### src/rtl/wdt_pkg.sv
package wdt_pkg;

    localparam int PSEL_W = 5;
    localparam int CNT_W  = (1 << PSEL_W) + 2;
    localparam int DATA_W = 32;
    localparam int ADDR_W = 2;

    localparam logic [7:0] CTRL_KEY = 8'hC3;
    localparam int KEY_LSB  = 24;
    localparam int EN_BIT   = 0;
    localparam int WIN_BIT  = 1;
    localparam int DAR_BIT  = 2;
    localparam int FCD_BIT  = 3;
    localparam int PSEL_LSB = 8;

    typedef enum logic [ADDR_W-1:0] {
        REG_CTRL  = 2'd0,
        REG_CLEAR = 2'd1,
        REG_COUNT = 2'd2
    } reg_sel_e;

    typedef struct packed {
        logic [PSEL_W-1:0] psel;
        logic              fcd;
        logic              dar;
        logic              win;
        logic              en;
    } wdt_ctrl_t;

    // Length of one interval (ban or timeout) for a prescaler select.
    function automatic logic [CNT_W-1:0] period_of(input logic [PSEL_W-1:0] sel);
        return {{(CNT_W-1){1'b0}}, 1'b1} << ({1'b0, sel} + (PSEL_W+1)'(1));
    endfunction

    function automatic logic [DATA_W-1:0] ctrl_readback(input wdt_ctrl_t c);
        logic [DATA_W-1:0] v;
        v = '0;
        v[EN_BIT]  = c.en;
        v[WIN_BIT] = c.win;
        v[DAR_BIT] = c.dar;
        v[FCD_BIT] = c.fcd;
        v[PSEL_LSB +: PSEL_W] = c.psel;
        return v;
    endfunction

endpackage

### src/rtl/wdt_ctrl_regs.sv
module wdt_ctrl_regs
    import wdt_pkg::*;
(
    input  logic              clk,
    input  logic              rst,
    input  logic              fuse_auto_en,
    input  logic              wr_en,
    input  logic [ADDR_W-1:0] wr_addr,
    input  logic [DATA_W-1:0] wr_data,
    input  logic              release_i,
    output wdt_ctrl_t         ctrl_o,
    output logic              clr_req_o
);

    wdt_ctrl_t         ctrl_q;
    wdt_ctrl_t         ctrl_d;
    logic              key_ok;
    logic              ctrl_wr;
    logic              dar_locked;
    logic [DATA_W-1:0] data_unused;

    assign data_unused = wr_data;
    assign key_ok      = (wr_data[KEY_LSB +: 8] == CTRL_KEY);
    assign ctrl_wr     = wr_en && (wr_addr == REG_CTRL) && key_ok;
    assign dar_locked  = fuse_auto_en && !ctrl_q.fcd;
    assign clr_req_o   = wr_en && (wr_addr == REG_CLEAR) && wr_data[0];

    always_comb begin
        ctrl_d = ctrl_q;
        if (ctrl_wr) begin
            ctrl_d.en   = wr_data[EN_BIT];
            ctrl_d.fcd  = wr_data[FCD_BIT];
            ctrl_d.dar  = wr_data[DAR_BIT] && !dar_locked;
            ctrl_d.psel = wr_data[PSEL_LSB +: PSEL_W];
            if (!ctrl_q.en) begin
                ctrl_d.win = wr_data[WIN_BIT];
            end
        end
        // End of a trip with disable-after-trip set: only EN changes.
        if (release_i && ctrl_q.dar) begin
            ctrl_d.en = 1'b0;
        end
    end

    always_ff @(posedge clk) begin
        if (rst) begin
            ctrl_q <= '{psel: '0, fcd: 1'b0, dar: 1'b0, win: 1'b0, en: fuse_auto_en};
        end else begin
            ctrl_q <= ctrl_d;
        end
    end

    assign ctrl_o = ctrl_q;

endmodule

### src/rtl/wdt_window_counter.sv
module wdt_window_counter
    import wdt_pkg::*;
(
    input  logic              clk,
    input  logic              rst,
    input  logic              en,
    input  logic              win,
    input  logic [PSEL_W-1:0] psel,
    input  logic              clr_req,
    input  logic              hold,
    output logic              fire_o,
    output logic [CNT_W-1:0]  cnt_o
);

    logic [CNT_W-1:0] cnt_q;
    logic [CNT_W-1:0] period;
    logic [CNT_W-1:0] limit;
    logic             active;
    logic             in_ban;
    logic             violation;
    logic             clr_ok;
    logic             expire;

    assign period    = period_of(psel);
    assign limit     = win ? ((period << 1) - 1'b1) : (period - 1'b1);
    assign active    = en && !hold;
    assign in_ban    = win && (cnt_q < period);
    assign violation = active && clr_req && in_ban;
    assign clr_ok    = active && clr_req && !in_ban;
    // A clear in the last open cycle wins over the expiry.
    assign expire    = active && !clr_req && (cnt_q >= limit);
    assign fire_o    = violation || expire;

    always_ff @(posedge clk) begin
        if (rst || !active || clr_ok || fire_o) begin
            cnt_q <= '0;
        end else begin
            cnt_q <= cnt_q + 1'b1;
        end
    end

    assign cnt_o = cnt_q;

endmodule

### src/rtl/wdt_reset_pulse.sv
module wdt_reset_pulse #(
    parameter int PULSE_LEN = 4
) (
    input  logic clk,
    input  logic rst,
    input  logic fire,
    output logic pulse_o,
    output logic release_o
);

    localparam int LW = $clog2(PULSE_LEN + 1);

    logic [LW-1:0] left_q;

    always_ff @(posedge clk) begin
        if (rst) begin
            left_q <= '0;
        end else if (fire) begin
            left_q <= LW'(PULSE_LEN);
        end else if (left_q != '0) begin
            left_q <= left_q - 1'b1;
        end
    end

    assign pulse_o   = (left_q != '0);
    assign release_o = (left_q == LW'(1));

endmodule

### src/rtl/windowed_wdt.sv
module windowed_wdt
    import wdt_pkg::*;
#(
    parameter int PULSE_LEN = 4
) (
    input  logic        clk,
    input  logic        rst,
    input  logic        fuse_auto_en,
    input  logic        wr_en,
    input  logic [1:0]  wr_addr,
    input  logic [31:0] wr_data,
    input  logic [1:0]  rd_addr,
    output logic [31:0] rd_data,
    output logic        wdt_rst
);

    wdt_ctrl_t        ctrl_q;
    logic             clr_req;
    logic             fire;
    logic             pulse;
    logic             pulse_release;
    logic [CNT_W-1:0] cnt;

    wdt_ctrl_regs u_regs (
        .clk          (clk),
        .rst          (rst),
        .fuse_auto_en (fuse_auto_en),
        .wr_en        (wr_en),
        .wr_addr      (wr_addr),
        .wr_data      (wr_data),
        .release_i    (pulse_release),
        .ctrl_o       (ctrl_q),
        .clr_req_o    (clr_req)
    );

    wdt_window_counter u_cnt (
        .clk     (clk),
        .rst     (rst),
        .en      (ctrl_q.en),
        .win     (ctrl_q.win),
        .psel    (ctrl_q.psel),
        .clr_req (clr_req),
        .hold    (pulse),
        .fire_o  (fire),
        .cnt_o   (cnt)
    );

    wdt_reset_pulse #(.PULSE_LEN(PULSE_LEN)) u_pulse (
        .clk       (clk),
        .rst       (rst),
        .fire      (fire),
        .pulse_o   (pulse),
        .release_o (pulse_release)
    );

    always_comb begin
        case (rd_addr)
            REG_CTRL:  rd_data = ctrl_readback(ctrl_q);
            REG_COUNT: rd_data = DATA_W'(cnt);
            default:   rd_data = '0;
        endcase
    end

    assign wdt_rst = pulse;

endmodule

### config.mk
export PLATFORM = sky130hd
export DESIGN_NAME = windowed_wdt
export DESIGN_NICKNAME = d
export VERILOG_FILES = /design/src/rtl/wdt_pkg.sv /design/src/rtl/wdt_ctrl_regs.sv /design/src/rtl/wdt_window_counter.sv /design/src/rtl/wdt_reset_pulse.sv /design/src/rtl/windowed_wdt.sv
export SDC_FILE = /design/constraint.sdc
export NUM_CORES = 1
export LEC_CHECK = 0
export BUFFER_PORTS_ARGS = -buffer_cell sky130_fd_sc_hd__clkbuf_2
export CAP_MARGIN = 20
export CORE_ASPECT_RATIO = 1.5
export CORE_MARGIN = 4
export CORE_UTILIZATION = 30
export CTS_CLUSTER_SIZE = 40
export DETAILED_ROUTE_END_ITERATION = 6
export GPL_ROUTABILITY_DRIVEN = 0
export PLACE_DENSITY = 0.5
export REMOVE_ABC_BUFFERS = 1
export SLEW_MARGIN = 20
export SYNTH_ARGS = -nofsm -noshare
export SYNTH_HDL_FRONTEND = slang
export SYNTH_SLANG_ARGS = --single-unit
export TNS_END_PERCENT = 1
### constraint.sdc
create_clock -name clk -period 4.05 [get_ports clk]
set_input_delay 1.215 -clock clk [delete_from_list [all_inputs] [get_ports clk]]
set_output_delay 1.215 -clock clk [all_outputs]
set_load 0.01 [all_outputs]
=== Word level (Yosys, flattened, before mapping) ===
Cells that the tools add are included.

* Reduce and logical (&&, ||, !) cells: 31
* Shift operators: 1
* Muxes and demuxes: 7
* $add $sub $neg: 5
* Divide/modulo/power cells: 0
* Multiply operators: 0
* Eq/ne operators: 4
* Order comparisons: 2
* Bitwise operators: 1

{| class="wikitable"
|+ Operators with widths
! operator !! number
|-
| 34-bit by 1-bit subtractor with 34-bit output, second input constant || 2
|-
| 32-bit case mux with 2 select lines || 1
|-
| 34-bit by 1-bit adder with 34-bit output, second input constant || 1
|-
| 34-bit greater-or-equal comparator || 1
|-
| 34-bit less-than comparator || 1
|-
| 34-bit two-way mux || 1
|-
| 1-bit by 6-bit << shifter with 34-bit output, first input constant || 1
|-
| 1-bit logical AND || 14
|-
| 8-bit == test, second input constant || 1
|-
| 5-bit by 1-bit adder with 6-bit output, second input constant || 1
|-
| 1-bit logical NOT || 6
|-
| 3-bit two-way mux || 2
|-
| 3-bit nonzero test || 2
|-
| 2-bit logical NOT || 2
|-
| 1-bit logical OR || 4
|-
| 3-bit by 1-bit == test with 1-bit output, second input constant || 1
|-
| 1-bit two-way mux || 3
|-
| 3-bit by 1-bit subtractor with 3-bit output, second input constant || 1
|-
| 2-bit by 1-bit == test with 1-bit output, second input constant || 1
|-
| 2-bit == test, second input constant || 1
|-
| 2-bit AND reduction || 1
|-
| 2-bit nonzero test || 1
|-
| 2-bit OR reduction || 1
|-
| 1-bit NOT || 1
|}

* Memories: 0
* Flip-flop bits (word level): 46
* Latch bits: 0
* Bits in writable memories: 0
* Output and inout bits: 33
* Word-level logic and storage cells: 59
* Memory bits (read-only): 0
* Input port bits: 40

=== Logic depth before layout (Yosys ltp) ===
* Word-level depth: 8
* Mapped depth: 20
* Mapped depth without buffers: 18

=== Modules after synthesis ===
Synthesis repeated with hierarchy kept, for this count alone.

* Cells, all modules: 673
* Area total of the unflattened synthesis: 5109.9 um^2

{| class="wikitable"
|+ Modules (own cells, without submodules)
! module !! sequential area each (um^2) !! cells each !! instances !! area an instance (um^2)
|-
| wdt_window_counter || 680.7 || 562 || 1 || 4100.2
|-
| wdt_ctrl_regs || 190.2 || 47 || 1 || 491.7
|-
| windowed_wdt || 0.0 || 46 || 1 || 335.3
|-
| wdt_reset_pulse || 60.1 || 18 || 1 || 182.7
|}

=== Worst setup path after synthesis ===
Ideal clock, no wire load.

* Path type: reg-to-reg
* From: register u_regs.ctrl_o[7] (netlist name)
* To: register u_pulse.left_q[2]
* Data arrival time: 3883 ps
* Required time: 3935 ps
* Buffers on the path: 4
* Slack: 52 ps
* Period minus slack after synthesis: 3998 ps
* Library setup time: 115 ps
* Cell stages (with the launch flop): 18
* Cell sequence: dfxtp_1 clkbuf_1 nor2_1 clkbuf_1 nand2_1 ha_1 clkbuf_1 clkbuf_1 a31oi_1 a21oi_1 a21oi_1 ha_1 a211oi_1 nor2_1 or4_1 a221oi_2 o21ai_1 o21ba_2

* Word-level cells in the longest chain between the ends: 8
* Elaborated cells between the ends (all ways): 13
* Those cells by class: 3 x add/sub; 2 x order compare; 1 x shift; 2 x mux; 5 x reduce/logical

{| class="wikitable"
|+ RTL lines
! item !! RTL line !! RTL
|-
| 5-bit by 1-bit adder with 6-bit output (*) || wdt_pkg.sv:32 || <nowiki>return {{(CNT_W-1){1'b0}}, 1'b1} << ({1'b0, sel} + (PSEL_W+1)'(1));</nowiki>
|-
| 1-bit by 6-bit << shifter with 34-bit output (*) || wdt_pkg.sv:32 ||
|-
| 34-bit by 1-bit subtractor with 34-bit output || wdt_window_counter.sv:25 || <nowiki>assign limit = win ? ((period << 1) - 1'b1) : (period - 1'b1);</nowiki>
|-
| 34-bit two-way mux || wdt_window_counter.sv:25 ||
|-
| 34-bit greater-or-equal comparator || wdt_window_counter.sv:31 || <nowiki>assign expire = active && !clr_req && (cnt_q >= limit);</nowiki>
|-
| 1-bit logical AND || wdt_window_counter.sv:31 ||
|-
| 1-bit logical OR (*) || wdt_window_counter.sv:32 || <nowiki>assign fire_o = violation || expire;</nowiki>
|-
| 3-bit two-way mux or 2-bit nonzero test (tied branches) || n/a ||
|-
| end signal: assignment || wdt_reset_pulse.sv:19 || <nowiki>left_q <= LW'(PULSE_LEN);</nowiki>
|-
| end signal: assignment || wdt_reset_pulse.sv:21 || <nowiki>left_q <= left_q - 1'b1;</nowiki>
|-
| end: declaration || wdt_reset_pulse.sv:13 || <nowiki>logic [LW-1:0] left_q;</nowiki>
|}

Every way passes the cells marked *; elsewhere a longest branch is shown, timed or not.
A chain may end at the register's enable or synchronous reset.

=== Worst setup path after layout ===
* From: register u_regs.ctrl_o[4] (netlist name)
* To: register u_cnt.cnt_q[26], in the netlist u_cnt.cnt_o[26]

* Word-level cells in the longest chain between the ends: 8
* Elaborated cells between the ends (all ways): 15
* Those cells by class: 3 x add/sub; 2 x order compare; 1 x shift; 1 x mux; 8 x reduce/logical

{| class="wikitable"
|+ RTL lines
! item !! RTL line !! RTL
|-
| 5-bit by 1-bit adder with 6-bit output (*) || wdt_pkg.sv:32 ||
|-
| 1-bit by 6-bit << shifter with 34-bit output (*) || wdt_pkg.sv:32 ||
|-
| 34-bit by 1-bit subtractor with 34-bit output or 34-bit less-than comparator (tied branches) || wdt_window_counter.sv:25, wdt_window_counter.sv:27 ||
|-
| 34-bit two-way mux or 1-bit logical AND (tied branches) || wdt_window_counter.sv:25, wdt_window_counter.sv:27 ||
|-
| 34-bit greater-or-equal comparator or 1-bit logical NOT (tied branches) || wdt_window_counter.sv:31, wdt_window_counter.sv:29 ||
|-
| 1-bit logical AND (on tied branches) || wdt_window_counter.sv:31, wdt_window_counter.sv:29 ||
|-
| 1-bit logical OR (on tied branches) || wdt_window_counter.sv:32, wdt_window_counter.sv:35 ||
|-
| 1-bit logical OR (*) || wdt_window_counter.sv:35 || <nowiki>if (rst || !active || clr_ok || fire_o) begin</nowiki>
|-
| end signal: assignment || wdt_window_counter.sv:38 || <nowiki>cnt_q <= cnt_q + 1'b1;</nowiki>
|-
| end: declaration || wdt_window_counter.sv:15 || <nowiki>logic [CNT_W-1:0] cnt_q;</nowiki>
|}

Marked as above.

==> run summary <==
OUTCOME
-----------------------------------------------------------------------------------------------------
Result of the run                                                                           completed

WORST SETUP PATH
-----------------------------------------------------------------------------------------------------
CP Data Required Time                                                                         4.24 ns
Worst-case register-to-register setup slack                                                   0.23 ns
Endpoint of the worst-slack reg-to-reg timing path                                       u_cnt.cnt_o[26]$_SDFF_PP0_
Type of destination of the critical path                                                     register
Reg-to-reg critical path startpoint                                                      u_regs.ctrl_o[4]$_SDFFE_PP0P_
Critical Path Fanout Max                                                                           12
Setup Crit Path Kind                                                                       reg -> reg
Depth of the most critical reg-to-reg path                                                         18
Arrival time worst endpoint                                                                   4.01 ns
Worst Setup Start Kind                                                                       register

DRT
-----------------------------------------------------------------------------------------------------
Via density per instance                                                                         5.19
Wirelength per Cell                                                                      16.1 microns
Post-detailed-route count of antenna-violating nets                                                 0
Total iterations of the first detailed-routing run                                                  5
DRC viols                                                                                           0
DRT Wirelength                                                                           15000 microns
Number of vias in the routed layout                                                              4817
Number of design-rule violations left by the first detailed-router iteration                      235

PLACEMENT
-----------------------------------------------------------------------------------------------------
I/O Buffers                                                                                        57
Area post-placement                                                                        5480 sq um
Post-place setup slack                                                                      -0.110 ns
Placed wire-length estimate                                                              11900 microns

GRT
-----------------------------------------------------------------------------------------------------
Global router's overall resource usage                                                          0.164
Vias in the first global route                                                                   4715
Total congestion overflow                                                                           0
Largest net degree at the start of global routing                                                  40
Wire length of the first global-routing pass                                             24400 microns
Initial antenna violation count                                                                     0

SYNTH
-----------------------------------------------------------------------------------------------------
Dominant cells by area after synthesis                                                   ha_1 19%, dfxtp_1 19%, nor2_1 7.6%
Synth unique cells                                                                                 61
Simple-gate share of the synthesized area                                                       0.317
Area fraction of the dominant cell type after synthesis                                         0.189
Async set-or-reset flop fraction in the synthesized netlist                                         0
Number of enable-type register cells in the synthesized netlist                                     1
Dominant cell type by area after synthesis                                                       ha_1
Post-synth top flop                                                                           dfxtp_1
Synth Area in Compound Gates                                                                    0.148
Per-instance average area after synthesis                                                  7.31 sq um
Synthesized instance count                                                                        662
Sequential share of the synthesized area                                                        0.192
Synth Area in XOR/XNOR                                                                         0.0615
Multiplexer share of the synthesized area                                                      0.0512
Largest family of logic cells by synthesized area                                        simple AND/OR/NAND/NOR gates
Post-synthesis share of cell area spent on full adders, half adders and majority gates          0.189
Mapped cell area                                                                           4840 sq um
Post-synthesis register bit count                                                                  46
Number of warnings issued by yosys                                                                  0

LAYOUT
-----------------------------------------------------------------------------------------------------
Area of combinational cells with multiple inputs                                           3760 sq um
Area overhead of the layout relative to synthesis                                               17.6%
Final net count                                                                                   837
Antenna diode instance count                                                                        0
Most common library cell in the layout ignoring fill and taps                                  nor2_1
Number of filler instances in the final layout                                                   1711
Most used cells in the layout excluding fill and tap cells                               97 x nor2_1, 78 x nand2_1, 72 x ha_1
Sequential cell area                                                                        932 sq um
Post-route cell area                                                                       5690 sq um
Share of layout cells above drive strength 1                                                    0.174
Final Util                                                                                      0.361

PWR
-----------------------------------------------------------------------------------------------------
Internal power contribution                                                                    822 uW
Switch Pwr                                                                                     287 uW
Areal power density over the cells                                                        195 nW/um^2
Peak supply drop                                                                             0.136 mV
Power share of the combinational group                                                          0.138
Share of total power in sequential cells                                                        0.429
Clock Power Share                                                                               0.432
Switching portion of total power                                                                0.259
Pleak                                                                                         2.46 nW

CLOCKING
-----------------------------------------------------------------------------------------------------
Clock tree from TritonCTS                                                                        done
Hold-fix buffers at CTS                                                                             0
Clock latency reported for the late side of the worst-skew pair                               0.30 ns
Buffer depth of the longest clock path                                                              2
Clock sinks                                                                                        46
TritonCTS Buffers                                                                                   5
CTS H-tree lvls                                                                                     2
CTS Root Buffer Type                                                                        clkbuf_16
Register clock-pin slew on the reported worst setup and hold paths                            0.07 ns

TIMING
-----------------------------------------------------------------------------------------------------
Final hold violation count                                                                          0
Worst setup skew after layout                                                              0.00795 ns
Setup Total Neg Slack                                                                            0 ns
Hold Worst Slack                                                                             0.531 ns
Highest clock rate                                                                            262 MHz
Slew at the pin closest to its max-slew limit                                                0.735 ns
Count of final setup violators                                                                      0
Setup repair after global routing missed its margin                                             false
Final worst-path cycle share                                                                    0.943
Worst Slack Setup Final                                                                      0.230 ns
Time the worst path needs with I/O delays and setup                                           3.82 ns
Slew Limit Headroom                                                                             0.510
Count of pins over their slew limit                                                                 0

DIE
-----------------------------------------------------------------------------------------------------
IO Count                                                                                           73
Cell Rows                                                                                          56
Die Height                                                                                164 microns
Die outline area                                                                          18300 sq um
Initial Utilization                                                                             0.307
Placeable core area                                                                       15800 sq um
Die boundary width                                                                        112 microns

HOLD PATH
-----------------------------------------------------------------------------------------------------
Path category of the worst min-delay check                                                 reg -> reg
Hold path cells                                                                                     1
Worst hold endpoint                                                                      u_cnt.cnt_o[0]$_SDFF_PP0_
Hold Crit Start                                                                          u_cnt.cnt_o[0]$_SDFF_PP0_

FLOW RUN
-----------------------------------------------------------------------------------------------------
Total of max-cap violations                                                                         0

==> synth_stat cells, types with 14 or more instances <==
library cell   n
clkbuf_1      26
o21ai_0       36
nor2_1        98
xor2_1        19
and2_1        24
xnor2_1       15
nand4_1       20
a21oi_1       49
dfxtp_1       45
nand3_1       32
mux2i_1       18
nand2_1       79
inv_1         14
ha_1          73
==> logic make-up after synthesis <==
| kind of cell | Yosys count |
|---|---|
| fa+ha+maj | 73 |
| simple gates | 314 |
| xor+xnor | 34 |
| other cells | 1 |
| compound gates | 122 |
| flops | 46 |
| mux | 24 |
| buf+inv | 48 |
==> sequential cells by signal, summed over array words and instances (netlist names) <==
signal          count
u_pulse.left_q      3
u_regs.ctrl_o       9
u_cnt.cnt_o        34
==> power by group through the flow <==
stage	Combinational, mW	Sequential [mW]	Clock (mW)
3_5_place_dp	0.153	0.487	0
5_1_grt	0.173	0.477	0.511
3_3_place_gp	0.147	0.486	0
4_1_cts	0.156	0.476	0.491
2_1_floorplan	0.0901	0.484	0
6_report	0.153	0.477	0.480
==> final cells by class <==
| cell class | instances | area share |
|---|---|---|
| Sequential cell | 46 | 0.164 |
| Inverter | 14 | 0.00924 |
| Multi-Input combinational cell | 570 | 0.662 |
| Tap cell | 203 | 0.0447 |
| Clock inverter | 1 | 0.00528 |
| Timing Repair Buffer | 87 | 0.0919 |
| Clock buffer | 7 | 0.0233 |
==> worst max-delay path, stage by stage (launching register included) <==
cell      delay (ns)
dfxtp_1         0.30
or2_2           0.31
nor2_2          0.12
nand2_2         0.09
ha_4            0.20
or4_1           0.47
nand2_1         0.07
a21boi_0        0.11
mux2_2          0.29
ha_1            0.29
nand4_1         0.16
nor4_4          0.38
a221oi_2        0.11
o211ai_1        0.18
a221oi_2        0.11
buf_4           0.17
nand2_4         0.07
buf_4           0.19
nor2_1          0.07
==> per-stage QoR <==
step | power [mW] | cells
after floorplan | 0.574 | 630
after global placement | 0.633 | 919
after detailed placement | 0.640 | 919
after CTS | 1.12 | 928
after global routing | 1.16 | 928
final | 1.11 | 928
==> per-layer routing <==
metal  GRT usage  part of all wire  vias to the layer above
li1            -                 -                     2463
met1       0.185              0.41                     2208
met2       0.299              0.51                      112
met3      0.0274             0.036                       34
met4      0.0780             0.043                        0
met5           0                 0                        -
==> what timing repair did <==
action                     in CTS  in global routing
gates resized for setup         1                  9
pin swaps                       1                  2
setup endpoints to repair      36                 37
buffers inserted                1                  0
==> worst max path at each step <==
stage,from,to,cells past startpoint
final,u_regs.ctrl_o[4]$_SDFFE_PP0P_,u_cnt.cnt_o[26]$_SDFF_PP0_,18
after global routing,u_regs.ctrl_o[4]$_SDFFE_PP0P_,u_cnt.cnt_o[26]$_SDFF_PP0_,18
after CTS,u_regs.ctrl_o[4]$_SDFFE_PP0P_,u_pulse.left_q[2]$_SDFFE_PP0P_,18
after detailed placement,u_regs.ctrl_o[4]$_SDFFE_PP0P_,u_pulse.left_q[2]$_SDFFE_PP0P_,17
after global placement,u_regs.ctrl_o[4]$_SDFFE_PP0P_,u_pulse.left_q[2]$_SDFFE_PP0P_,17
after floorplan,u_regs.ctrl_o[7]$_SDFFE_PP0P_,u_pulse.left_q[2]$_SDFFE_PP0P_,16
Note: power is estimated with default switching activity, not from simulation.
